File: config.mk
export PLATFORM = sky130hd
export DESIGN_NAME = disc_reply_parser
export DESIGN_NICKNAME = d
export VERILOG_FILES = /design/src/rtl/disc_reply_pkg.sv /design/src/rtl/disc_reply_ctrl.sv /design/src/rtl/disc_reply_dp.sv /design/src/rtl/disc_reply_parser.sv
export SDC_FILE = /design/constraint.sdc
export NUM_CORES = 1
export LEC_CHECK = 0
export BUFFER_PORTS_ARGS = -buffer_cell sky130_fd_sc_hd__buf_2
export CORE_UTILIZATION = 35
export DETAILED_ROUTE_END_ITERATION = 8
export GPL_TIMING_DRIVEN = 0
export PLACE_DENSITY = 0.54
export SLEW_MARGIN = 40
export SYNTH_ARGS = -nofsm -noshare
export SYNTH_HDL_FRONTEND = slang
export SYNTH_SLANG_ARGS = --single-unit
File: constraint.sdc
create_clock -name clk -period 2.56 [get_ports clk]
set_input_delay 0.512 -clock clk [delete_from_list [all_inputs] [get_ports clk]]
set_output_delay 0.512 -clock clk [all_outputs]
set_load 0.005 [all_outputs]
File: src/rtl/disc_reply_pkg.sv
package disc_reply_pkg;

  localparam int HDR_BYTES = 8;

  typedef struct packed {
    logic       startFrame;
    logic       hdrChk;
    logic [2:0] hdrSel;
    logic       macLoad;
    logic       ipLoad;
    logic       commit;
  } strobe_t;

  function automatic logic [7:0] hdrExpect(input logic [2:0] sel,
                                           input logic [15:0] ackCode,
                                           input logic [15:0] lenVal);
    case (sel)
      3'd2:    hdrExpect = ackCode[15:8];
      3'd3:    hdrExpect = ackCode[7:0];
      3'd4:    hdrExpect = lenVal[15:8];
      3'd5:    hdrExpect = lenVal[7:0];
      default: hdrExpect = 8'h00;
    endcase
  endfunction

endpackage

File: src/rtl/disc_reply_ctrl.sv
module disc_reply_ctrl
  import disc_reply_pkg::*;
#(
  parameter int PAY_BYTES = 248,
  parameter int MAC_FIRST = 11,
  parameter int IP_FIRST  = 37
) (
  input  logic    clk,
  input  logic    rstN,
  input  logic    byteValid,
  input  logic    frameStart,
  input  logic    frameEnd,
  output strobe_t strb
);
  localparam int TOTAL = HDR_BYTES + PAY_BYTES;
  localparam int CW    = $clog2(TOTAL + 1);
  localparam logic [CW-1:0] MAC_LO = CW'(HDR_BYTES + MAC_FIRST - 1);
  localparam logic [CW-1:0] MAC_HI = CW'(HDR_BYTES + MAC_FIRST + 4);
  localparam logic [CW-1:0] IP_LO  = CW'(HDR_BYTES + IP_FIRST - 1);
  localparam logic [CW-1:0] IP_HI  = CW'(HDR_BYTES + IP_FIRST + 2);
  localparam logic [CW-1:0] LAST   = CW'(TOTAL - 1);
  localparam logic [CW-1:0] SAT    = CW'(TOTAL);
  localparam logic [CW-1:0] HDRN   = CW'(HDR_BYTES);

  logic [CW-1:0] byteCnt;
  logic [CW-1:0] idx;
  logic          active;
  logic          take;

  always_comb begin
    idx  = frameStart ? '0 : byteCnt;
    take = byteValid && (frameStart || active);
    strb.startFrame = byteValid && frameStart;
    strb.hdrChk     = take && (idx < HDRN);
    strb.hdrSel     = idx[2:0];
    strb.macLoad    = take && (idx >= MAC_LO) && (idx <= MAC_HI);
    strb.ipLoad     = take && (idx >= IP_LO) && (idx <= IP_HI);
    strb.commit     = take && frameEnd && (idx == LAST);
  end

  always_ff @(posedge clk or negedge rstN) begin
    if (!rstN) begin
      byteCnt <= '0;
      active  <= 1'b0;
    end else if (take) begin
      byteCnt <= (idx == SAT) ? SAT : idx + 1'b1;
      active  <= !frameEnd;
    end
  end

endmodule

File: src/rtl/disc_reply_dp.sv
module disc_reply_dp
  import disc_reply_pkg::*;
#(
  parameter int          PAY_BYTES = 248,
  parameter logic [15:0] ACK_CODE  = 16'h0003
) (
  input  logic        clk,
  input  logic        rstN,
  input  logic [7:0]  byteData,
  input  strobe_t     strb,
  output logic [47:0] camMac,
  output logic [31:0] camIp,
  output logic        addrDone
);
  localparam logic [15:0] LEN_VAL = 16'(PAY_BYTES);

  logic [47:0] macShadow;
  logic [31:0] ipShadow;
  logic        hdrBad;
  logic        hdrBadNext;
  logic        mismatch;

  always_comb begin
    mismatch   = strb.hdrSel < 3'd6 &&
                 byteData != hdrExpect(strb.hdrSel, ACK_CODE, LEN_VAL);
    hdrBadNext = (strb.startFrame ? 1'b0 : hdrBad) | (strb.hdrChk && mismatch);
  end

  always_ff @(posedge clk or negedge rstN) begin
    if (!rstN) begin
      macShadow <= '0;
      ipShadow  <= '0;
      hdrBad    <= 1'b0;
      camMac    <= '0;
      camIp     <= '0;
      addrDone  <= 1'b0;
    end else begin
      hdrBad   <= hdrBadNext;
      addrDone <= 1'b0;
      if (strb.macLoad) macShadow <= {macShadow[39:0], byteData};
      if (strb.ipLoad)  ipShadow  <= {ipShadow[23:0], byteData};
      if (strb.commit && !hdrBadNext) begin
        camMac   <= macShadow;
        camIp    <= ipShadow;
        addrDone <= 1'b1;
      end
    end
  end

endmodule

File: src/rtl/disc_reply_parser.sv
module disc_reply_parser
  import disc_reply_pkg::*;
#(
  parameter int          PAY_BYTES = 248,
  parameter int          MAC_FIRST = 11,
  parameter int          IP_FIRST  = 37,
  parameter logic [15:0] ACK_CODE  = 16'h0003
) (
  input  logic        clk,
  input  logic        rstN,
  input  logic        byteValid,
  input  logic [7:0]  byteData,
  input  logic        frameStart,
  input  logic        frameEnd,
  output logic [47:0] camMac,
  output logic [31:0] camIp,
  output logic        addrDone
);
  strobe_t strb;

  disc_reply_ctrl #(
    .PAY_BYTES(PAY_BYTES), .MAC_FIRST(MAC_FIRST), .IP_FIRST(IP_FIRST)
  ) uCtrl (
    .clk(clk), .rstN(rstN), .byteValid(byteValid),
    .frameStart(frameStart), .frameEnd(frameEnd), .strb(strb)
  );

  disc_reply_dp #(
    .PAY_BYTES(PAY_BYTES), .ACK_CODE(ACK_CODE)
  ) uDp (
    .clk(clk), .rstN(rstN), .byteData(byteData), .strb(strb),
    .camMac(camMac), .camIp(camIp), .addrDone(addrDone)
  );

endmodule

==> metrics.md, run 1 <==
| Metric | Value |
|---|---|
| Arrival time worst endpoint | `2.82 ns` |
| Share of cells above drive strength 1 | `57.4%` |
| Post-synth top area share | `62.1%` |
| Area leader, netlist | `dfrtp_1` |
| Critical path, cell by cell | `nor2b_4, ha_4, ha_1, or3_1, a21oi_2, o21ai_2, a21oi_4, buf_12, buf_8, mux2_2` |
| Clock skew | `0.00778 ns` |
| First-pass GRT wire length | `23.4 mm` |
| Seq cells post-synth | `172` |
| Final Critical Period | `2.52 ns` |
| Post-Synth XOR/XNOR Area | `0.126%` |
| Post-route cell area | `8540 µm²` |
| P per Cell Area | `~640 nW/µm²` |
| Worst hold path type | `in -> reg` |
| Crit-path max cell delay | `0.42 ns` |
| Layout net count | `between 500 and 600` |
| Hold violation count in the final report | `0` |
| Vias in the first global route | `4,112` |
| RSZ-0062 raised after global routing | `yes` |
| Gate Count Post-Synth | `around 430` |
| GR Overflow Total | `0` |
| Post-synthesis compound-gate area fraction | `2.80%` |
| Crit-path slowest cell | `or3_1` |
| Crit path max fanout | `10` |
| Core ar. | `19,400 µm²` |
| Worst Tran Pin Value | `0.651 ns` |
| Worst EP required | `2.86 ns` |
| H-tree lvl count | `4` |
| Final setup viols | `0` |
| IO Pins | `94` |
| Async SR Flop Fraction | `100%` |
| Synth Area in Adders | `0.542%` |
| DP Wirelength | `9.99 mm` |
| Area contributors post-synth | `dfrtp_1 (62%), mux2_2 (22%), mux2_4 (4.3%)` |
| Vias | `3,901` |
| Post-synth EDFFs | `0` |
| Final slew viol count | `0` |
| Mux cell area share after synthesis | `27.1%` |
| CP delay by family, top | `simple AND/OR/NAND/NOR gates` |
| Maxcap violations | `0` |
| DRC viols | `0` |
| Skew-Pair Late Insertion Delay | `0.42 ns` |
| Outcome | `complete, no violations` |
| # fillers | `approximately 1,800` |
| Routed WL | `around 14 mm` |
| Largest family of logic cells by synthesized area | `multiplexers` |
| Die H | `143 µm` |
| Via density | `~4.7` |
| Row count | `51` |
| Root buffer cell | `clkbuf_16` |
| Max Fclk | `0.396 GHz` |
| Hold Path Depth | `2` |
| Simple logic cell fraction of the synthesized area | `4.53%` |
| Buf/Inv on CP | `2` |
| Mean post-synth cell area | `16.1 µm²` |
| Die Wd | `143 µm` |
| Mapped Area | `6930 µm²` |
| Distinct cell type count of the synthesized netlist | `43` |
| Final hold slack | `0.315 ns` |
| Top_reg_cell synth | `dfrtp_1` |
| Largest net degree at the start of global routing | `48` |
| DRT antenna net count | `0` |
| R2R cell count | `10` |
| Ant. Diodes | `0` |
| Sink Count | `between 150 and 200` |
| Initial Utilization | `35.7%` |
| Final core area utilization | `44.0%` |
| Reg clk slew, reported paths | `0.06 ns` |
| Syn nets | `447` |
| DR WL/cell | `16.8 µm` |
| Cts bufs inserted | `17` |
| Final period util | `98.6%` |
| Peak VDD IR | `0.000456 V` |
| Port Buf Inserts | `93` |
| Ys Warns | `0` |
| Max_slew headroom | `56.0%` |
| P&R area growth vs syn | `23.4%` |
| GP Congestion | `0.791` |
| Nature of the critical path endpoint | `register` |
| Startpoint Class | `register` |
| Initial DRC count | `97` |
| Die area | `approximately 20,000 µm²` |
| Leakage | `~0.0044 µW` |
| CTS tree | `built` |
| Sequential area share after synthesis | `62.1%` |
| Total GRT Usage | `15.3%` |
| Placed instance area | `roughly 7800 µm²` |
| Critical path depth | `10` |
| Initial antenna violation count | `0` |
| Clock buffer depth | `2` |
| DRT Pass-1 Iters | `4` |
| Setup Crit Path Kind | `reg -> reg` |
[sequential cells by signal (all words and copies together) (netlist names)]
name and count:
uCtrl.active 1, uDp.macShadow 48, uDp.camIp 32, uCtrl.byteCnt 9, uDp.addrDone 1, uDp.ipShadow 32, uDp.camMac 48, uDp.hdrBad 1
[report_power, final]
group	switching, µW	internal (µW)	leakage [µW]
Combinational	141	84.6	0.00176
Clock	985	1520	0.000266
Sequential	16.8	2740	0.00239
Total	1140	4340	0.00441
[metal layers]
metal | vias to the layer above | routed length, µm | GRT usage (%)
met5 | - | 0 | 0
met4 | 0 | 168 | 4.58
met3 | 13 | 429 | 3.76
met2 | 69 | 6760 | 24.4
met1 | 2012 | 6590 | 20.7
li1 | 1807 | - | -
[layout by cell type, fill, tap and decap left out, drive strengths merged]
cell type,n
dfrtp,172
o21ai,7
a22oi,1
xnor2,1
a21oi,4
inv,5
nor4,5
o211ai,1
clkinvlp,2
nand3b,4
nor4b,1
nor3,1
nor3b,2
ha,3
a22o,3
o22ai,1
mux2,160
a31o,1
nand3,3
nor2,6
or3,2
bufinv,3
a211oi,1
a211o,1
clkbuf,23
nand2,13
nor2b,4
a32oi,3
and2b,1
buf,120
dlygate4sd3,1
nand4,2
clkinv,2
and4,1
a41oi,1
and3,3
[layout make-up]
cell class	instances	area (µm²)	share of cell area, %
buffer	18	211	2.47
clock buffer	22	444	5.20
clock inverter	7	119	1.39
inverter	5	18.8	0.220
multi-input combinational	236	2480	29.0
sequential	172	4310	50.4
tap	265	332	3.88
timing repair buffer	104	633	7.41
[stage by stage]
stage	setup WS, ns	TNS [ns]	total power [µW]	cells
floorplan	-0.144	-11.13	2890	431
detailed placement	-0.668	-50.22	3000	792
global route	-0.124	-8.99	5720	829
global placement	-1.70	-335.57	2980	789
finish	0.0357	0	5490	829
CTS	0.0125	0	5570	828
[timing repair]
item,in CTS,in global routing
buffers inserted,6,1
resized for setup,16,2
endpoints found under the setup margin,80,81
pin swaps,2,0
hold endpoints to repair,38,0
hold buffers,1,0
[Yosys cell counts (3+ instances only)]
master / instances
a21oi_1: 3
a22o_1: 3
a32oi_1: 3
buf_4: 3
buf_6: 12
dfrtp_1: 172
ha_1: 3
inv_1: 5
mux2_2: 138
mux2_4: 20
nand2_1: 13
nand3_1: 3
nand3b_1: 4
nor2_1: 6
nor2b_1: 4
o21ai_0: 5
[cells by family (layout without fill, tap and decap cells)]
group / after synthesis / after routing
buffers and inverters: 23 / 156
adder cells (fa/ha/maj): 3 / 3
flip-flops: 172 / 172
XOR/XNOR: 1 / 1
AO/OA/AOI/OAI: 24 / 24
multiplexers: 160 / 160
AND/OR/NAND/NOR: 48 / 48
[final timing paths]
kind	slack [ns]	end	startpoint
setup / recovery	0.04	uDp.camIp[9]	uCtrl.byteCnt[1]
hold / removal	0.32	uCtrl.active	frameEnd
setup reg to reg	0.04	uDp.camIp[9]	uCtrl.byteCnt[1]
hold reg to reg	0.50	uDp.hdrBad	uDp.hdrBad
max in group asynchronous	0.90	uDp.macShadow[30]	rstN
min in group asynchronous	0.56	uCtrl.byteCnt[5]	rstN
Power figures use the tool's default switching activity.
==> run 2: changes to the inputs <==
==> constraint.sdc (replaced) <==
create_clock -name clk -period 2.56 [get_ports clk]
set_input_delay 0.256 -clock clk [delete_from_list [all_inputs] [get_ports clk]]
set_output_delay 0.256 -clock clk [all_outputs]
set_load 0.005 [all_outputs]
==> run 2 against run 1 <==
Against the previous run: flip-flop and latch count unchanged; worst setup slack got worse by 0.019 ns; sequential share of layout area down 0.16 points; critical endpoint is now uDp.camIp[1]; largest cell class unchanged.
==> metrics.md, run 2 (same netlist as run 1, synthesis figures left out) <==
| Metric | Value |
|---|---|
| Outcome | `complete, no violations (unchanged)` |
| P&R area growth vs syn | `23.7% (was 23.4%)` |
| Core ar. | `19,400 µm² (unchanged)` |
| H-tree lvl count | `4 (unchanged)` |
| Cts bufs inserted | `17 (unchanged)` |
| P per Cell Area | `648 nW/µm² (was 642 nW/µm²)` |
| Final setup viols | `0 (unchanged)` |
| Max_slew headroom | `56.1% (was 56.0%)` |
| Vias in the first global route | `4,103 (was 4,112)` |
| Crit path launch | `uCtrl.byteCnt[1] (unchanged)` |
| Total GRT Usage | `15.0% (was 15.3%)` |
| RSZ-0062 raised after global routing | `yes (unchanged)` |
| Port Buf Inserts | `93 (unchanged)` |
| DR WL/cell | `16.8 µm (about the same)` |
| Final period util | `99.3% (was 98.6%)` |
| Maxcap violations | `0 (unchanged)` |
| Die H | `143 µm (unchanged)` |
| Setup Crit Path Kind | `reg -> reg (unchanged)` |
| Final Critical Period | `2.54 ns (was 2.52 ns)` |
| RR Startpoint | `uCtrl.byteCnt[1] (unchanged)` |
| DRT antenna net count | `0 (unchanged)` |
| Nature of the critical path endpoint | `register (unchanged)` |
| Share of cells above drive strength 1 | `57.8% (was 57.4%)` |
| Worst Tran Pin Value | `0.651 ns (about the same)` |
| Worst setup slack after layout | `0.0168 ns (was 0.0357 ns)` |
| Fin cells | `831 (was 829)` |
| Hold violation count in the final report | `0 (unchanged)` |
| Largest net degree at the start of global routing | `74 (was 48)` |
| Final core area utilization | `44.2% (was 44.0%)` |
| First-pass GRT wire length | `22.8 mm (was 23.4 mm)` |
| Vias | `3,941 (was 3,901)` |
| R2R cell count | `10 (unchanged)` |
| Routed WL | `14.0 mm (about the same)` |
| # fillers | `1,801 (was 1,808)` |
| IO Pins | `94 (unchanged)` |
| Clock buffer depth | `2 (unchanged)` |
| Worst hold path type | `in -> reg (unchanged)` |
| Worst R2R Setup Slack | `0.02 ns (was 0.04 ns)` |
| Startpoint Class | `register (unchanged)` |
| Worst slack, placed | `-0.489 ns (was -0.668 ns)` |
| Leakage | `0.00442 µW (was 0.00441 µW)` |
| DP Wirelength | `9.85 mm (was 9.99 mm)` |
| Commonest non-fill, non-tap cell in the layout | `dfrtp_1 (unchanged)` |
| Clock skew | `0.00825 ns (was 0.00778 ns)` |
| R2r endpoint | `uDp.camIp[1] (was uDp.camIp[9])` |
| Initial antenna violation count | `0 (unchanged)` |
| Total Power | `5550 µW (was 5490 µW)` |
| Die Wd | `143 µm (unchanged)` |
| Critical Path End | `uDp.camIp[1] (was uDp.camIp[9])` |
| GR Overflow Total | `0 (unchanged)` |
| Initial DRC count | `168 (was 97)` |
| Layout net count | `569 (was 570)` |
| Arrival time worst endpoint | `2.84 ns (was 2.82 ns)` |
| DRC viols | `0 (unchanged)` |
| Sink Count | `172 (unchanged)` |
| Initial Utilization | `35.7% (unchanged)` |
| DRT Pass-1 Iters | `4 (unchanged)` |
| DP Cell Count | `791 (was 792)` |
| Biggest regs | `uDp.camMac x48, uDp.macShadow x48 (unchanged)` |
| Row count | `51 (unchanged)` |
| Peak VDD IR | `0.000464 V (was 0.000456 V)` |
| Reg clk slew, reported paths | `0.06 ns (about the same)` |
| Worst EP required | `2.86 ns (about the same)` |
| GP Congestion | `0.847 (was 0.791)` |
| Skew-Pair Late Insertion Delay | `0.42 ns (about the same)` |
| Final slew viol count | `0 (unchanged)` |
| Die area | `20,400 µm² (unchanged)` |
| Commonest non-fill, non-tap cells in the layout | `dfrtp_1 (170), mux2_2 (134), buf_2 (94) (was dfrtp_1 (169), mux2_2 (138), buf_2 (94))` |
| Ant. Diodes | `0 (unchanged)` |
| Root buffer cell | `clkbuf_16 (unchanged)` |
| Via density | `4.74 (was 4.71)` |
| Max Fclk | `0.393 GHz (was 0.396 GHz)` |
| Crit path max fanout | `10 (unchanged)` |
| CTS tree | `built (unchanged)` |
-- run 2: routing by layer --
layer  GRT usage (%)  vias up  wire length, µm
met4            5.43        0              198
met2            23.7       62             6850
li1                -     1797                -
met5               0        -                0
met1            20.0     2069             6430
met3            3.42       13              508
-- run 2: power by group --
group	total (µW)	switching (µW)	internal (µW)
clock network	2580	1040	1540
registers	2750	16.6	2740
logic	215	138	77.1
-- run 2: what timing repair did --
item | CTS | global route
hold buffers | 1 | 0
endpoints found under the setup margin | 80 | 81
pin swaps | 1 | 0
setup buffers | 6 | 1
gates cloned | 0 | 0
gates resized for setup | 18 | 9
hold endpoints to repair | 30 | 0
-- run 2: how the worst min path moves through the flow --
stage / startpoint / to / slack [ns] / cells past startpoint
2_1_floorplan: rstN / uCtrl.active / -0.04 / 0
3_5_place_dp: rstN / uCtrl.byteCnt[6] / 0.15 / 1
3_3_place_gp: uDp.ipShadow[25] / uDp.ipShadow[25] / 0.48 / 1
5_1_grt: frameEnd / uCtrl.active / 0.06 / 2
6_report: frameEnd / uCtrl.active / 0.08 / 2
4_1_cts: frameEnd / uCtrl.active / 0.06 / 2
-- run 2: layout make-up --
class,count,area (µm²),area share (%)
Sequential cell,172,4310,50.3
Multi-Input combinational cell,236,2480,29.0
Timing Repair Buffer,103,606,7.07
Clock buffer,23,488,5.69
Tap cell,265,332,3.87
Buffer,18,226,2.64
Clock inverter,9,110,1.28
Inverter,5,18.8,0.219
-- run 2: critical path, cell delays in order (launching register included) --
cell and delay (ns):
dfrtp_2 0.40, nor2b_2 0.16, ha_4 0.16, ha_1 0.19
or3_1 0.41, a21oi_2 0.16, o21ai_2 0.10, a21oi_4 0.15
buf_12 0.17, buf_8 0.18, mux2_4 0.31
-- run 2: per-stage QoR --
stage	hold WS (ns)	TNS [ns]	area, µm²
after global placement	0.485	-279.67	7720
final	0.0803	0	8570
after CTS	0.0591	0	8520
after floorplan	-0.0396	0	6930
after detailed placement	0.145	-35.89	7790
after global routing	0.0563	-6.32	8570
==> run 3: changes to the inputs <==
--- a/config.mk
+++ b/config.mk
@@ -6,10 +6,12 @@
 export NUM_CORES = 1
 export LEC_CHECK = 0
 export BUFFER_PORTS_ARGS = -buffer_cell sky130_fd_sc_hd__buf_2
-export CORE_UTILIZATION = 35
+export CORE_MARGIN = 5
+export CORE_UTILIZATION = 42
 export DETAILED_ROUTE_END_ITERATION = 8
 export GPL_TIMING_DRIVEN = 0
-export PLACE_DENSITY = 0.54
+export PLACE_DENSITY = 0.63
+export RECOVER_POWER = 25
 export SLEW_MARGIN = 40
 export SYNTH_ARGS = -nofsm -noshare
 export SYNTH_HDL_FRONTEND = slang
==> run 3 against run 2 <==
Against the previous run: register-to-register slack barely moved; worst setup slack barely moved; sequential share of layout area rose by 0.27 points; critical path depth rose by 1; die area fell by 5.9%; critical path type unchanged; fmax barely moved; highest routed layer unchanged; flip-flop and latch count did not move; routed wire length barely moved; via count fell by 0.51%; critical endpoint is now uDp.camIp[15]; count of clock-buffer cells in the layout fell by 4.
==> metrics.md, run 3 (same netlist as run 1, synthesis figures left out) <==
| Metric | Value |
|---|---|
| # fillers | `1,404 (was 1,801)` |
| Biggest regs | `uDp.camMac x48, uDp.macShadow x48 (unchanged)` |
| Leakage | `0.00443 µW (was 0.00442 µW)` |
| Crit path max fanout | `10 (unchanged)` |
| DRC viols | `0 (unchanged)` |
| Reg area | `4310 µm² (about the same)` |
| Layout net count | `567 (was 569)` |
| Post-route cell area | `8530 µm² (was 8570 µm²)` |
| DP Cell Count | `746 (was 791)` |
| Commonest non-fill, non-tap cells in the layout | `dfrtp_1 (169), mux2_2 (138), buf_2 (94) (was dfrtp_1 (170), mux2_2 (134), buf_2 (94))` |
| Cell internal pwr | `4600 µW (was 4360 µW)` |
| Skew-Pair Late Insertion Delay | `0.42 ns (about the same)` |
| RSZ-0062 raised after global routing | `yes (unchanged)` |
| Area of the multi-input gates | `2470 µm² (was 2480 µm²)` |
| Initial antenna violation count | `0 (unchanged)` |
| Startpoint Class | `register (unchanged)` |
| Total GRT Usage | `15.4% (was 15.0%)` |
| Via density | `5.00 (was 4.74)` |
| Vias in the first global route | `4,321 (was 4,103)` |
| Worst hold path type | `in -> reg (unchanged)` |
| Die H | `138 µm (was 143 µm)` |
| Setup Crit Path Kind | `reg -> reg (unchanged)` |
| Vias | `3,921 (was 3,941)` |
| Largest net degree at the start of global routing | `80 (was 74)` |
| Comb power frac | `3.5% (was 3.9%)` |
| Max_slew headroom | `2.62% (was 56.1%)` |
| Initial DRC count | `187 (was 168)` |
| Commonest non-fill, non-tap cell in the layout | `dfrtp_1 (unchanged)` |
| Fin cells | `784 (was 831)` |
| Port Buf Inserts | `93 (unchanged)` |
| Final slew viol count | `0 (unchanged)` |
| Switching pwr | `1210 µW (was 1190 µW)` |
| Die area | `19,200 µm² (was 20,400 µm²)` |
| Share of cells above drive strength 1 | `57.8% (about the same)` |
| Placed instance area | `7730 µm² (was 7790 µm²)` |
| Worst EP required | `2.86 ns (about the same)` |
| DRT antenna net count | `0 (unchanged)` |
| Maxcap violations | `0 (unchanged)` |
| Row count | `47 (was 51)` |
| CTS tree | `built (unchanged)` |
| Worst Tran Pin Value | `1.46 ns (was 0.651 ns)` |
| H-tree lvl count | `4 (unchanged)` |
| Nature of the critical path endpoint | `register (unchanged)` |
| Reg clk slew, reported paths | `0.06 ns (about the same)` |
| Final setup viols | `0 (unchanged)` |
| Die Wd | `138 µm (was 143 µm)` |
| Max Fclk | `0.393 GHz (about the same)` |
| Final period util | `99.3% (about the same)` |
| Initial Utilization | `42.2% (was 35.7%)` |
| Sw Ratio | `20.8% (was 21.5%)` |
| GR Overflow Total | `0 (unchanged)` |
| Arrival time worst endpoint | `2.84 ns (about the same)` |
| Core ar. | `16,400 µm² (was 19,400 µm²)` |
| Sequential power share | `47.4% (was 49.6%)` |
| Cts bufs inserted | `17 (unchanged)` |
| DP Wirelength | `9.89 mm (was 9.85 mm)` |
| Clock share of power | `49.0% (was 46.5%)` |
| Peak VDD IR | `0.000399 V (was 0.000464 V)` |
| Root buffer cell | `clkbuf_16 (unchanged)` |
| Sink Count | `172 (unchanged)` |
| Ant. Diodes | `0 (unchanged)` |
| First-pass GRT wire length | `23.6 mm (was 22.8 mm)` |
| Hold violation count in the final report | `0 (unchanged)` |
| Final Critical Period | `2.54 ns (about the same)` |
| P&R area growth vs syn | `23.1% (was 23.7%)` |
| DRT Pass-1 Iters | `4 (unchanged)` |
| GP Congestion | `0.787 (was 0.847)` |
| Outcome | `complete, no violations (unchanged)` |
| IO Pins | `94 (unchanged)` |
| Clock skew | `0.00914 ns (was 0.00825 ns)` |
| Routed WL | `14.0 mm (about the same)` |
| DR WL/cell | `17.8 µm (was 16.8 µm)` |
| P per Cell Area | `682 nW/µm² (was 648 nW/µm²)` |
| Clock buffer depth | `2 (unchanged)` |
## run 3: cell types whose count changed in the layout (fill, tap and decap cells not counted), moves of 2 or more
cell,before,now
mux2_2,134,138
mux2_4,24,20
bufinv_16,2,5
buf_4,9,7
clkbuf_8,4,2
## run 3: stage by stage
stage,worst slack (ns),utilization [%],power [µW],setup TNS (ns),hold WS [ns]
CTS,0.00593,52.1,5890,0,0.0523
floorplan,0.0179,-,2880,0,-0.0396
detailed placement,-0.462,47.1,2990,-33.64,0.116
global placement,-1.63,46.7,2980,-259.64,0.484
global route,-0.119,52.0,6030,-8.05,0.0654
finish,0.0172,52.0,5810,0,0.0797
## run 3: cell type report
class,instances,area share (%)
tap,220,3.23
buffer,18,2.66
clock buffer,19,5.31
multi-input combinational,236,29.0
timing repair buffer,101,6.60
sequential,172,50.5
clock inverter,13,2.49
inverter,5,0.220
## run 3: power by group through the flow
stage / clock network (µW) / logic [µW] / registers [µW]
3_3_place_gp: 0 / 159 / 2820
3_5_place_dp: 0 / 174 / 2820
2_1_floorplan: 0 / 72.4 / 2810
6_report: 2850 / 205 / 2760
5_1_grt: 3030 / 238 / 2760
4_1_cts: 2920 / 216 / 2760
## run 3: routing by layer
metal	routed length [µm]	global-route usage [%]
met4	193	5.25
met1	6600	20.9
met2	6810	24.9
met3	363	3.38
met5	0	0
## run 3: timing repair
item                                    4_1_cts  5_1_grt
endpoints found under the setup margin       80       80
resized for setup                            21        2
endpoints found under the hold margin        21        0
hold buffers                                  1        0
buffers inserted                              5        0
pin swaps                                     0        0
## run 3: worst paths after layout
kind	start	to	slack (ns)	cells after the start
min in group asynchronous	rstN	uCtrl.byteCnt[7]	0.72	2
worst min register to register	uDp.camIp[18]	uDp.camIp[18]	0.50	1
worst max register to register	uCtrl.byteCnt[0]	uDp.camIp[15]	0.02	11
max in group asynchronous	rstN	uDp.macShadow[38]	0.55	3
worst max-delay path	uCtrl.byteCnt[0]	uDp.camIp[15]	0.02	11
worst min-delay path	frameEnd	uCtrl.active	0.08	2
## run 3: worst max-delay path, cell delays in order, from the launching register on
cell and delay (ns):
dfrtp_2 0.36, nor2b_4 0.16, ha_4 0.14, and3_4 0.20, and3_4 0.19, and4_1 0.19
ha_1 0.15, nand4_1 0.17, a21oi_4 0.19, buf_12 0.17, buf_12 0.15, mux2_2 0.34
